File: src/rtl/code_dither_pkg.sv
package code_dither_pkg;
  typedef struct packed {
    logic slotAdv;     // last cycle of a slot
    logic periodEnd;   // last cycle of a period
    logic periodBegin; // first cycle of a period
  } ctrlStrb_t;
endpackage

File: src/rtl/code_dither_ctrl.sv
module code_dither_ctrl
  import code_dither_pkg::*;
#(
  parameter int FRAC_W   = 2,
  parameter int SLOT_CYC = 4
) (
  input  logic              clk,
  input  logic              rstN,
  output ctrlStrb_t         strb,
  output logic [FRAC_W-1:0] slotIdx
);
  localparam int NSLOT = 1 << FRAC_W;
  localparam int DIV_W = (SLOT_CYC > 1) ? $clog2(SLOT_CYC) : 1;

  logic slotEnd;
  logic slotHead;

  generate
    if (SLOT_CYC == 1) begin : g_nodiv
      assign slotEnd  = 1'b1;
      assign slotHead = 1'b1;
    end else begin : g_div
      logic [DIV_W-1:0] divCnt;
      always_ff @(posedge clk) begin
        if (!rstN)        divCnt <= '0;
        else if (slotEnd) divCnt <= '0;
        else              divCnt <= divCnt + 1'b1;
      end
      assign slotEnd  = (divCnt == DIV_W'(SLOT_CYC - 1));
      assign slotHead = (divCnt == '0);
    end
  endgenerate

  always_ff @(posedge clk) begin
    if (!rstN)        slotIdx <= '0;
    else if (slotEnd) slotIdx <= slotIdx + 1'b1;
  end

  always_comb begin
    strb.slotAdv     = slotEnd;
    strb.periodEnd   = slotEnd && (slotIdx == FRAC_W'(NSLOT - 1));
    strb.periodBegin = slotHead && (slotIdx == '0);
  end
endmodule

File: src/rtl/code_dither_path.sv
module code_dither_path
  import code_dither_pkg::*;
#(
  parameter int CODE_W = 18,
  parameter int FRAC_W = 2
) (
  input  logic                     clk,
  input  logic                     rstN,
  input  logic [CODE_W-1:0]        codeIn,
  input  logic                     loadStb,
  input  ctrlStrb_t                strb,
  input  logic [FRAC_W-1:0]        slotIdx,
  output logic [CODE_W-FRAC_W-1:0] codeOut,
  output logic [CODE_W-1:0]        activeCode
);
  localparam int COARSE_W = CODE_W - FRAC_W;

  logic [CODE_W-1:0]   pendCode;
  logic [CODE_W-1:0]   nextPend;
  logic [COARSE_W-1:0] coarse;
  logic [COARSE_W-1:0] upper;
  logic [FRAC_W-1:0]   frac;

  assign nextPend = loadStb ? codeIn : pendCode;

  always_ff @(posedge clk) begin
    if (!rstN) begin
      pendCode   <= '0;
      activeCode <= '0;
    end else begin
      pendCode <= nextPend;
      if (strb.periodEnd) activeCode <= nextPend;
    end
  end

  assign coarse = activeCode[CODE_W-1:FRAC_W];
  assign frac   = activeCode[FRAC_W-1:0];
  assign upper  = (&coarse) ? coarse : coarse + 1'b1;

  always_comb begin
    codeOut = (slotIdx < frac) ? upper : coarse;
  end
endmodule

File: src/rtl/code_dither.sv
module code_dither
  import code_dither_pkg::*;
#(
  parameter int CODE_W   = 18,
  parameter int FRAC_W   = 2,
  parameter int SLOT_CYC = 4
) (
  input  logic                     clk,
  input  logic                     rstN,
  input  logic [CODE_W-1:0]        codeIn,
  input  logic                     loadStb,
  output logic [CODE_W-FRAC_W-1:0] codeOut,
  output logic                     periodStart
);
  ctrlStrb_t         strb;
  logic [FRAC_W-1:0] slotIdx;
  logic [CODE_W-1:0] activeCode;

  code_dither_ctrl #(.FRAC_W(FRAC_W), .SLOT_CYC(SLOT_CYC)) ctrl_i (
    .clk(clk), .rstN(rstN), .strb(strb), .slotIdx(slotIdx)
  );

  code_dither_path #(.CODE_W(CODE_W), .FRAC_W(FRAC_W)) path_i (
    .clk(clk), .rstN(rstN), .codeIn(codeIn), .loadStb(loadStb),
    .strb(strb), .slotIdx(slotIdx), .codeOut(codeOut), .activeCode(activeCode)
  );

  assign periodStart = strb.periodBegin;
endmodule

File: config.mk
export PLATFORM = sky130hd
export DESIGN_NAME = code_dither
export DESIGN_NICKNAME = d
export VERILOG_FILES = /design/src/rtl/code_dither_pkg.sv /design/src/rtl/code_dither_ctrl.sv /design/src/rtl/code_dither_path.sv /design/src/rtl/code_dither.sv
export SDC_FILE = /design/constraint.sdc
export NUM_CORES = 1
export LEC_CHECK = 0
export BUFFER_PORTS_ARGS = -buffer_cell sky130_fd_sc_hd__buf_2
export CORE_UTILIZATION = 57
export CTS_BUF_LIST = sky130_fd_sc_hd__clkbuf_8
export DETAILED_ROUTE_END_ITERATION = 10
export PLACE_DENSITY = 0.93
export SYNTH_ARGS = -nofsm -noshare
export SYNTH_HDL_FRONTEND = slang
export SYNTH_HIERARCHICAL = 1
export SYNTH_SLANG_ARGS = --single-unit
File: constraint.sdc
create_clock -name clk -period 4.4 [get_ports clk]
set_clock_uncertainty 0.2 [all_clocks]
set_input_delay 0.44 -clock clk [delete_from_list [all_inputs] [get_ports clk]]
set_output_delay 0.44 -clock clk [all_outputs]
set_load 0.1 [all_outputs]
==> results of run 1 <==
state kept, by name, summed over array words and instances, names as in the netlist:
name	count
ctrl_i/slotIdx	2
path_i/activeCode	18
ctrl_i/g_div.divCnt	2
path_i/pendCode	18
layer usage:
metal  up-vias  routed length (um)  track usage (%)
li1        774                   -                -
met1       723                1750             27.5
met2        59                2050             38.9
met3        11                 200             6.61
met4         0                  84             9.42
met5         -                   0                0
worst paths after layout:
path,slack [ps],start,cells past startpoint,end
max,910,path_i/activeCode[2]$_SDFFE_PN0P_,6,codeOut[1]
min,230,codeIn[0],3,path_i/pendCode[0]$_SDFF_PN0_
min reg2reg,290,ctrl_i/g_div.divCnt[0]$_SDFF_PP0_,1,ctrl_i/g_div.divCnt[0]$_SDFF_PP0_
max reg2reg,2210,ctrl_i/slotIdx[0]$_SDFFE_PN0N_,4,path_i/activeCode[5]$_SDFFE_PN0P_
through the flow:
stage                     total power (W)  worst slack [ps]
after floorplan                  0.000439               542
after detailed placement         0.000456              1300
after global placement           0.000454              1390
final                            0.000670               909
after CTS                        0.000676               939
after global routing             0.000697               785
power by group:
group          switching [W]  leakage, nW  internal [W]  total (W)
clock               0.000117       0.0452      0.000105   0.000222
combinational      0.0000407        0.746     0.0000261  0.0000668
sequential        0.00000567        0.326      0.000375   0.000381
total               0.000163         1.12      0.000506   0.000670
cells in the final DEF, fill, tap and decap left out, types with 2 or more instances in the layout:
master and instances:
sky130_fd_sc_hd__nand2b_1 2, sky130_fd_sc_hd__dfxtp_1 40, sky130_fd_sc_hd__clkbuf_8 5, sky130_fd_sc_hd__buf_2 37, sky130_fd_sc_hd__nor2_1 2, sky130_fd_sc_hd__o211a_1 18, sky130_fd_sc_hd__nor3_1 4, sky130_fd_sc_hd__nor4b_1 2
sky130_fd_sc_hd__nand3_1 3, sky130_fd_sc_hd__ha_1 7, sky130_fd_sc_hd__nor3b_1 2, sky130_fd_sc_hd__a21oi_1 3, sky130_fd_sc_hd__nor4_1 2, sky130_fd_sc_hd__xor2_1 7, sky130_fd_sc_hd__mux2i_1 21, sky130_fd_sc_hd__mux2_2 3
sky130_fd_sc_hd__nor2b_1 20, sky130_fd_sc_hd__nand4_1 5, sky130_fd_sc_hd__nand2_1 28, sky130_fd_sc_hd__xnor2_1 3, sky130_fd_sc_hd__and2_1 3, sky130_fd_sc_hd__inv_1 8
layout make-up:
type | instances | area, sq um | share of cell area (%)
Tap cell | 46 | 57.6 | 2.55
Inverter | 7 | 26.3 | 1.16
Multi-Input combinational cell | 146 | 1110 | 49.3
Clock inverter | 2 | 8.76 | 0.387
Timing Repair Buffer | 37 | 185 | 8.19
Sequential cell | 40 | 801 | 35.4
Clock buffer | 5 | 68.8 | 3.04
worst max-delay path, stage by stage, from the launching register on:
cell	delay, ps
sky130_fd_sc_hd__dfxtp_1	420
sky130_fd_sc_hd__ha_1	220
sky130_fd_sc_hd__nand3_2	130
sky130_fd_sc_hd__nor4_1	920
sky130_fd_sc_hd__nor2_1	180
sky130_fd_sc_hd__mux2_2	270
sky130_fd_sc_hd__buf_2	420
==> out/metrics.sh, run 1 <==
NUMPORTBUFFERS=37
CRIT_ARRIVAL_PS=2850
LAYOUT.CELLS.NON_FILLER=283
VIAS=1567
CELLLEAKAGEPOWER_nW=1.12
IO_PINS=38
FLOORPLAN.DIE_AREA_SQ_UM=3710
TYPE_OF_THE_WORST_MIN_DELAY_PATH='in -> reg'
FMAX_MHz=286
CTS_INSERTED_BUFFERS=5
CP_MAX_FO=8
SYNTH.NET_COUNT=231
NUMCLOCKSINKS=40
GRT_SETUP_UNREPAIRED='false'
WORST-SETUP-PATH-TYPE='reg -> out'
ANTENNA_FOUND_INITIAL=0
MAX_SLEW_MARGIN_PCT=17.3
POWER_PER_CELL_AREA_nW_PER_UM2=296
PLACE.DETAILED.HPWL_MM=2.77
CLOCKBUFFERDEPTH=2
FINAL_ROUTED_WIRE_LENGTH_DIVIDED_BY_CELL_COUNT_UM=14.4
WORST_IR_DROP_VDD_uV=229
MIN_PERIOD_PS=3490
EFFECTIVE_UTILIZATION_AT_FLOORPLAN_PCT=59.3
HTREE_NUM_LEVELS=2
POST_DP_CELL_AREA_SQ_UM=2180
NNETSFINAL=265
FIRSTDRTPASSITERS=4
SETUP-VIOLATIONS-FINAL=0
GRT_START_MAX_NET_PINS=41
POST_SYNTH_INST_COUNT=203
GLOBAL_ROUTE.OVERFLOW_TOTAL=0
LAYOUT-DRIVE-GT1-SHARE_PCT=21.5
SETUP_TOTAL_NEGATIVE_SLACK_PS=0
WORST_SETUP_HOLD_PATH_CLK_SLEW_PS=70
FINAL_CELL_AREA_SQ_UM=2260
ROWS=21
FLOORPLAN.DIE.HEIGHT_UM=60.9
CLOCK_TREE.ROOT_CELL='sky130_fd_sc_hd__clkbuf_8'
SYNTH-WARNING-COUNT=6
FINAL_HOLD_VIOL_COUNT=0
ANTENNA_VIOLATING_NETS_POST_ROUTE=0
GR-USAGE-ALL-LAYERS_PCT=23.0
N_FILL_CELL=272
SETUP.WORST_PATH.START_CLASS='flop'
CLOCK_INSERTION_DELAY_WORST_SKEW_PS=290
DRT-TOTAL-WL_MM=4.08
DP.CELLS=276
SYN2LAYOUT_AREA_GROWTH_PCT=14.2
MAXCAPVIOLATIONS=0
CTS_POST_SETUP_BUFFERS_INSERTED=0
TIMING_WORST_SLEW_PIN_VALUE_PS=1240
DR.FIRST_ITER.DRC_COUNT=127
SYN_AREA_PER_CELL_SQ_UM=9.75
OUTCOME='complete, no violations'
FINALCOREUTILIZATION_PCT=67.8
CRITICAL_PATH_REQUIRED_TIME_PS=3760
SYN-CELL-AREA_SQ_UM=1980
INSERTEDDIODECOUNT=0
FINALHOLDWORSTSLACK_PS=231
POSTCTSHOLDBUFS=0
DESIGN.CORE.AREA_SQ_UM=3340
CTS_REPAIR_RESIZE_COUNT=0
DETAIL_ROUTE.VIAS_PER_CELL=5.54
FIN_CRIT_SH_PCT=79.3
CTS_TREE='done'
PLACE_CONGESTION=0.901
ENDPOINT_KIND='output pin'
DIEWIDTH_UM=60.9
TOTAL_COUNT_OF_MAX_TRANSITION_VIOLATIONS_IN_THE_FINAL_REPORT=0
VIA_COUNT_OF_THE_FIRST_GLOBAL_ROUTING_PASS=1389
GRT_FIRST_PASS_WIRELENGTH_MM=6.12
POST-ROUTE-DRC-COUNT=0
No activity file was read; power rests on OpenSTA's default activity.
==> run 2, diff against run 1 <==
--- a/config.mk
+++ b/config.mk
@@ -5,11 +5,12 @@
 export SDC_FILE = /design/constraint.sdc
 export NUM_CORES = 1
 export LEC_CHECK = 0
+export ABC_AREA = 1
 export BUFFER_PORTS_ARGS = -buffer_cell sky130_fd_sc_hd__buf_2
 export CORE_UTILIZATION = 57
 export CTS_BUF_LIST = sky130_fd_sc_hd__clkbuf_8
 export DETAILED_ROUTE_END_ITERATION = 10
-export PLACE_DENSITY = 0.93
+export PLACE_DENSITY = 0.91
 export SYNTH_ARGS = -nofsm -noshare
 export SYNTH_HDL_FRONTEND = slang
 export SYNTH_HIERARCHICAL = 1
==> constraint.sdc (replaced) <==
create_clock -name clk -period 3.5 [get_ports clk]
set_clock_uncertainty 0.2 [all_clocks]
set_input_delay 0.35 -clock clk [delete_from_list [all_inputs] [get_ports clk]]
set_output_delay 0.35 -clock clk [all_outputs]
set_load 0.1 [all_outputs]
==> out/metrics.sh, run 2 <==
MAX_SLEW_MARGIN_PCT=34.2
CELLLEAKAGEPOWER_nW=1.32
CTS_INSERTED_BUFFERS=5
OUTCOME='complete, no violations'
WORST_SETUP_HOLD_PATH_CLK_SLEW_PS=70
NUMPORTBUFFERS=37
MIN_PERIOD_PS=2730
NUMCLOCKSINKS=40
GLOBAL_ROUTE.OVERFLOW_TOTAL=0
POWER_PER_CELL_AREA_nW_PER_UM2=345
DESIGN.CORE.AREA_SQ_UM=3770
IO_PINS=38
NNETSFINAL=379
POST_SYNTH_INST_COUNT=318
CLOCK_INSERTION_DELAY_WORST_SKEW_PS=290
CLOCK_TREE.ROOT_CELL='sky130_fd_sc_hd__clkbuf_8'
DETAIL_ROUTE.VIAS_PER_CELL=5.19
FLOORPLAN.DIE_AREA_SQ_UM=4310
PLACE_CONGESTION=0.891
CRITICAL_PATH.CELL_CHAIN='ha_1 > nand3_1 > nor2_4 > nand2_2 > nand3_1 > nand2_1 > nand2_1 > buf_2'
HTREE_NUM_LEVELS=2
GRT_FIRST_PASS_WIRELENGTH_MM=8.47
ANTENNA_FOUND_INITIAL=0
TIMING.RR.START='ctrl_i/slotIdx[0]$_SDFFE_PN0N_'
VIA_COUNT_OF_THE_FIRST_GLOBAL_ROUTING_PASS=1940
FINAL_ROUTED_WIRE_LENGTH_DIVIDED_BY_CELL_COUNT_UM=12.0
EFFECTIVE_UTILIZATION_AT_FLOORPLAN_PCT=61.2
SETUP_TOTAL_NEGATIVE_SLACK_PS=0
SYN2LAYOUT_AREA_GROWTH_PCT=11.8
FF2FF_PATH_DEPTH=6
DR.FIRST_ITER.DRC_COUNT=135
FINAL_HOLD_VIOL_COUNT=0
TOTAL_COUNT_OF_MAX_TRANSITION_VIOLATIONS_IN_THE_FINAL_REPORT=0
VIAS=2074
LAYOUT.CELLS.MOST_COMMON_LIST='sky130_fd_sc_hd__nand2_1, sky130_fd_sc_hd__inv_1, sky130_fd_sc_hd__dfxtp_1, sky130_fd_sc_hd__buf_2, sky130_fd_sc_hd__nor2_1'
GRT_START_MAX_NET_PINS=37
LAST_ELEMENT_OF_THE_CRITICAL_PATH='codeOut[10]'
CTS_REPAIR_RESIZE_COUNT=0
FLOORPLAN.DIE.HEIGHT_UM=65.6
PLACE.DETAILED.HPWL_MM=3.60
ANTENNA_VIOLATING_NETS_POST_ROUTE=0
TIMING.CRITICAL_PATH.SLOWEST_STAGE_CELL='sky130_fd_sc_hd__dfxtp_1'
SYNTH.NET_COUNT=346
POSTCTSHOLDBUFS=0
FIN_CRIT_SH_PCT=78.1
MAXCAPVIOLATIONS=0
SYNTH-WARNING-COUNT=6
R2R_END='path_i/activeCode[7]$_SDFFE_PN0P_'
LAYOUT-DRIVE-GT1-SHARE_PCT=20.2
CRITICAL_PATH_REQUIRED_TIME_PS=2950
FMAX_MHz=366
ROWS=22
SYN_AREA_PER_CELL_SQ_UM=7.26
SETUP-VIOLATIONS-FINAL=0
ENDPOINT_KIND='output pin'
WORST_IR_DROP_VDD_uV=359
CLOCKBUFFERDEPTH=2
TYPE_OF_THE_WORST_MIN_DELAY_PATH='in -> reg'
SETUP.WORST_PATH.START_CLASS='flop'
GRT_SETUP_UNREPAIRED='false'
P_TOTAL_W=0.000891
LAYOUT_COMMONEST_CELL='sky130_fd_sc_hd__nand2_1'
TIMING.REG2REG.SETUP_SLACK_PS=1450
LAYOUT_TOP_REGISTERS='path_i/activeCode x18, path_i/pendCode x18'
SYN-CELL-AREA_SQ_UM=2310
CPPEAKSTAGEDELAY_PS=420
CTS_TREE='done'
CRIT_ARRIVAL_PS=2180
HP-START='codeIn[2]'
WORST-SETUP-PATH-TYPE='reg -> out'
INSERTEDDIODECOUNT=0
FINALHOLDWORSTSLACK_PS=118
CP_MAX_FO=5
DIEWIDTH_UM=65.6
WORST_SETUP_PATH_STARTPOINT='path_i/activeCode[3]$_SDFFE_PN0P_'
DRT-TOTAL-WL_MM=4.80
CTS_POST_SETUP_BUFFERS_INSERTED=0
FIRSTDRTPASSITERS=4
GR-USAGE-ALL-LAYERS_PCT=25.6
POST-ROUTE-DRC-COUNT=0
TIMING_WORST_SLEW_PIN_VALUE_PS=987
## run 2: area by class of cell
| type | count | area, sq um |
|---|---|---|
| clock inverter | 2 | 7.51 |
| timing repair buffer | 37 | 185 |
| sequential | 40 | 801 |
| tap | 48 | 60.1 |
| clock buffer | 6 | 82.6 |
| multi-input combinational | 213 | 1240 |
| inverter | 54 | 203 |
| fill | 314 | 1190 |
## run 2: how the worst min path moves through the flow
stage                                              to  slack, ps  cells past startpoint
floorplan           path_i/activeCode[1]$_SDFFE_PN0P_        250                      2
global placement    path_i/activeCode[1]$_SDFFE_PN0P_        260                      2
detailed placement  path_i/activeCode[1]$_SDFFE_PN0P_        260                      2
CTS                     path_i/pendCode[2]$_SDFF_PN0_        110                      3
global route            path_i/pendCode[2]$_SDFF_PN0_        130                      3
finish                  path_i/pendCode[2]$_SDFF_PN0_        120                      3
## run 2: power breakdown
group	internal [W]	switching, W
logic	0.0000333	0.0000739
registers	0.000472	0.00000823
clock network	0.000155	0.000148
## run 2: worst max-delay path: cells and delay by family (launching register included)
| family | cells | cell delay, ps |
|---|---|---|
| adder cells (fa/ha/maj) | 1 | 300 |
| buffers and inverters | 1 | 420 |
| flip-flops | 1 | 420 |
| AND/OR/NAND/NOR | 6 | 760 |
## run 2: metal layers
metal  GRT usage (%)  vias up  part of all wire, %
met2            45.7       50                   50
met3            4.86        6                  5.0
met4            7.34        0                  1.1
li1                -     1070                    -
met5               0        -                    0
met1            30.6      948                   44
## run 2: stage by stage
stage / instance area (sq um) / setup WS, ps / util (%) / std cells
finish: 2580 / 767 / 68.4 / 400
global route: 2580 / 577 / 68.4 / 400
CTS: 2580 / 765 / 68.4 / 400
detailed placement: 2490 / 1090 / 66.0 / 392
global placement: 2490 / 1120 / 66.0 / 392
floorplan: 2310 / 483 / - / 318
==> run 3, diff against run 2 <==
--- a/config.mk
+++ b/config.mk
@@ -5,12 +5,12 @@
 export SDC_FILE = /design/constraint.sdc
 export NUM_CORES = 1
 export LEC_CHECK = 0
-export ABC_AREA = 1
+export ABC_AREA = 0
 export BUFFER_PORTS_ARGS = -buffer_cell sky130_fd_sc_hd__buf_2
-export CORE_UTILIZATION = 57
+export CORE_UTILIZATION = 51
 export CTS_BUF_LIST = sky130_fd_sc_hd__clkbuf_8
 export DETAILED_ROUTE_END_ITERATION = 10
-export PLACE_DENSITY = 0.91
+export PLACE_DENSITY = 0.88
 export SYNTH_ARGS = -nofsm -noshare
 export SYNTH_HDL_FRONTEND = slang
 export SYNTH_HIERARCHICAL = 1
==> constraint.sdc (replaced) <==
create_clock -name clk -period 2.5 [get_ports clk]
set_clock_uncertainty 0.2 [all_clocks]
set_input_delay 0.25 -clock clk [delete_from_list [all_inputs] [get_ports clk]]
set_output_delay 0.25 -clock clk [all_outputs]
set_load 0.1 [all_outputs]
==> out/metrics.sh, run 3 (same netlist as run 1, synthesis figures left out) <==
OUTCOME='finished, violations left'
VIOLATIONS='negative setup slack'
FIRSTDRTPASSITERS=4
CRITICAL_PATH.TOP_DELAY_FAMILY='simple AND/OR/NAND/NOR gates'
CRITICAL_PATH_REQUIRED_TIME_PS=2050
FMAX_MHz=373
MIN_PERIOD_PS=2680
NUMCLOCKSINKS=40
IO_PINS=38
CP_MAX_FO=3
DIEWIDTH_UM=64.3
SETUP_SLACK_OF_THE_CRITICAL_PATH_AFTER_LAYOUT_PS=-184
PLACE.DETAILED.HPWL_MM=3.41
FINAL_HOLD_VIOL_COUNT=0
TIMING.CRITICAL_PATH.SLOWEST_STAGE_CELL='sky130_fd_sc_hd__or4b_4'
NUMPORTBUFFERS=37
TIMING_WORST_SLEW_PIN_VALUE_PS=589
PLACE_CONGESTION=0.818
GRT_SETUP_UNREPAIRED='true'
CRIT_ARRIVAL_PS=2230
MAXCAPVIOLATIONS=0
HTREE_NUM_LEVELS=2
WORSTPATHBUFFERINVERTERCOUNT=2
INSERTEDDIODECOUNT=0
HP-START='codeIn[12]'
CLOCKBUFFERDEPTH=2
LAYOUT-DRIVE-GT1-SHARE_PCT=46.1
POST-ROUTE-DRC-COUNT=0
CTS_TREE='done'
ANTENNA_VIOLATING_NETS_POST_ROUTE=0
LAYOUT.CELLS.MOST_COMMON_LIST='sky130_fd_sc_hd__dfxtp_1, sky130_fd_sc_hd__buf_4, sky130_fd_sc_hd__nand2_1, sky130_fd_sc_hd__buf_2'
DP.CELLS=300
TIMING.REG2REG.SETUP_SLACK_PS=830
FINALHOLDWORSTSLACK_PS=59.9
GLOBAL_ROUTE.OVERFLOW_TOTAL=0
DRT-TOTAL-WL_MM=5.81
SETUP_TOTAL_NEGATIVE_SLACK_PS=-841
CLOCK_TREE.ROOT_CELL='sky130_fd_sc_hd__clkbuf_8'
GRT_FIRST_PASS_WIRELENGTH_MM=8.90
POSTCTSHOLDBUFS=0
LAYOUT.CELLS.NON_FILLER=317
SETUP-VIOLATIONS-FINAL=10
ANTENNA_FOUND_INITIAL=0
CELLLEAKAGEPOWER_nW=1.40
TOTAL_COUNT_OF_MAX_TRANSITION_VIOLATIONS_IN_THE_FINAL_REPORT=0
SETUP.WORST_PATH.START_CLASS='flop'
WORST_IR_DROP_VDD_uV=568
DR.FIRST_ITER.DRC_COUNT=122
CPPEAKSTAGEDELAY_PS=510
MAX_SLEW_MARGIN_PCT=60.8
LAYOUT_TOP_REGISTERS='path_i/activeCode x18, path_i/pendCode x18'
TIMING.RR.START='ctrl_i/slotIdx[1]$_SDFFE_PN0N_'
FIN_CRIT_SH_PCT=107
ENDPOINT_KIND='output pin'
VIA_COUNT_OF_THE_FIRST_GLOBAL_ROUTING_PASS=1829
POWER_PER_CELL_AREA_nW_PER_UM2=396
DETAIL_ROUTE.VIAS_PER_CELL=5.53
HOLD_PATH_DEPTH=3
NNETSFINAL=296
GRT_START_MAX_NET_PINS=41
TYPE_OF_THE_WORST_MIN_DELAY_PATH='in -> reg'
FINAL_ROUTED_WIRE_LENGTH_DIVIDED_BY_CELL_COUNT_UM=18.3
CLOCK_INSERTION_DELAY_WORST_SKEW_PS=290
FLOORPLAN.DIE.HEIGHT_UM=64.3
CTS_INSERTED_BUFFERS=5
R2R_END='path_i/activeCode[7]$_SDFFE_PN0P_'
CRITICAL_PATH.CELL_CHAIN='inv_2 > ha_4 > a2111oi_4 > or4b_4 > mux2_4 > buf_12'
VIAS=1752
DESIGN.CORE.AREA_SQ_UM=3690
FF2FF_PATH_DEPTH=5
SYN2LAYOUT_AREA_GROWTH_PCT=58.9
EFFECTIVE_UTILIZATION_AT_FLOORPLAN_PCT=53.7
HOLD_PATH_END='path_i/pendCode[12]$_SDFF_PN0_'
ROWS=22
FLOORPLAN.DIE_AREA_SQ_UM=4130
WORST_SETUP_HOLD_PATH_CLK_SLEW_PS=80
GR-USAGE-ALL-LAYERS_PCT=28.7
WORST-SETUP-PATH-TYPE='reg -> out'
==> run 3: changes by cell type in the layout (fill, tap and decap cells not counted), moves of 18 or more <==
cell / before / now
sky130_fd_sc_hd__nand2_1: 75 / 28
sky130_fd_sc_hd__inv_1: 50 / 7
sky130_fd_sc_hd__buf_4: 0 / 29
sky130_fd_sc_hd__nor2_1: 26 / 1
sky130_fd_sc_hd__nand3_1: 22 / 2
sky130_fd_sc_hd__nor2b_1: 0 / 19
sky130_fd_sc_hd__o211a_1: 0 / 18
sky130_fd_sc_hd__o211ai_1: 18 / 0
==> run 3: power by group <==
| group | switching (W) | internal, W | total, W |
|---|---|---|---|
| registers | 0.0000117 | 0.000653 | 0.000665 |
| clock network | 0.000203 | 0.000248 | 0.000451 |
| logic | 0.0000800 | 0.0000494 | 0.000129 |
==> run 3: final cells by class <==
type,count,area [sq um]
clock inverters,1,3.75
well taps,48,60.1
fillers,180,543
flip-flops and latches,40,830
inverters,7,26.3
clock buffers,7,96.3
repair buffers,68,657
multi-input cells,146,1470
==> run 3: worst max-delay path by stage <==
stage | startpoint | end | slack, ps | cells after the start
2_1_floorplan | ctrl_i/slotIdx[1]$_SDFFE_PN0N_ | codeOut[7] | -70 | 4
3_3_place_gp | ctrl_i/slotIdx[0]$_SDFFE_PN0N_ | codeOut[14] | 120 | 5
3_5_place_dp | path_i/activeCode[2]$_SDFFE_PN0P_ | codeOut[5] | 40 | 7
4_1_cts | ctrl_i/slotIdx[1]$_SDFFE_PN0N_ | codeOut[14] | -150 | 5
5_1_grt | path_i/activeCode[1]$_SDFFE_PN0P_ | codeOut[14] | -230 | 6
6_report | path_i/activeCode[1]$_SDFFE_PN0P_ | codeOut[14] | -180 | 6
==> run 3: worst reg2reg max path, delay by kind of cell, from the launching register on <==
family                     cells  cell delay (ps)
AOI/OAI and AO/OA              1              290
DFF                            1              360
buffers and inverters          2              380
adders and majority gates      1              170
and+or+nand+nor                1              160
==> run 3: timing repair <==
item,4_1_cts,5_1_grt
buffers inserted,9,3
pin swaps,10,8
resized for setup,22,18
hold endpoints to repair,0,0
endpoints found under the setup margin,15,16
==> run 3: stage by stage <==
| step | total power, W | setup WS (ps) | cell area [sq um] | utilization (%) |
|---|---|---|---|---|
| CTS | 0.00125 | -154 | 3080 | 83.5 |
| floorplan | 0.000772 | -72.3 | 2250 | - |
| detailed placement | 0.000806 | 43.1 | 2850 | 77.2 |
| global route | 0.00130 | -227 | 3150 | 85.3 |
| global placement | 0.000800 | 117 | 2850 | 77.2 |
| finish | 0.00124 | -184 | 3150 | 85.3 |
==> run 3: metal layers <==
layer / vias up / wire (um) / global-route usage [%]
met5: - / 0 / 0
met4: 0 / 125 / 11.4
met3: 14 / 236 / 4.82
met2: 61 / 3040 / 50.4
met1: 843 / 2400 / 34.5
li1: 834 / - / -
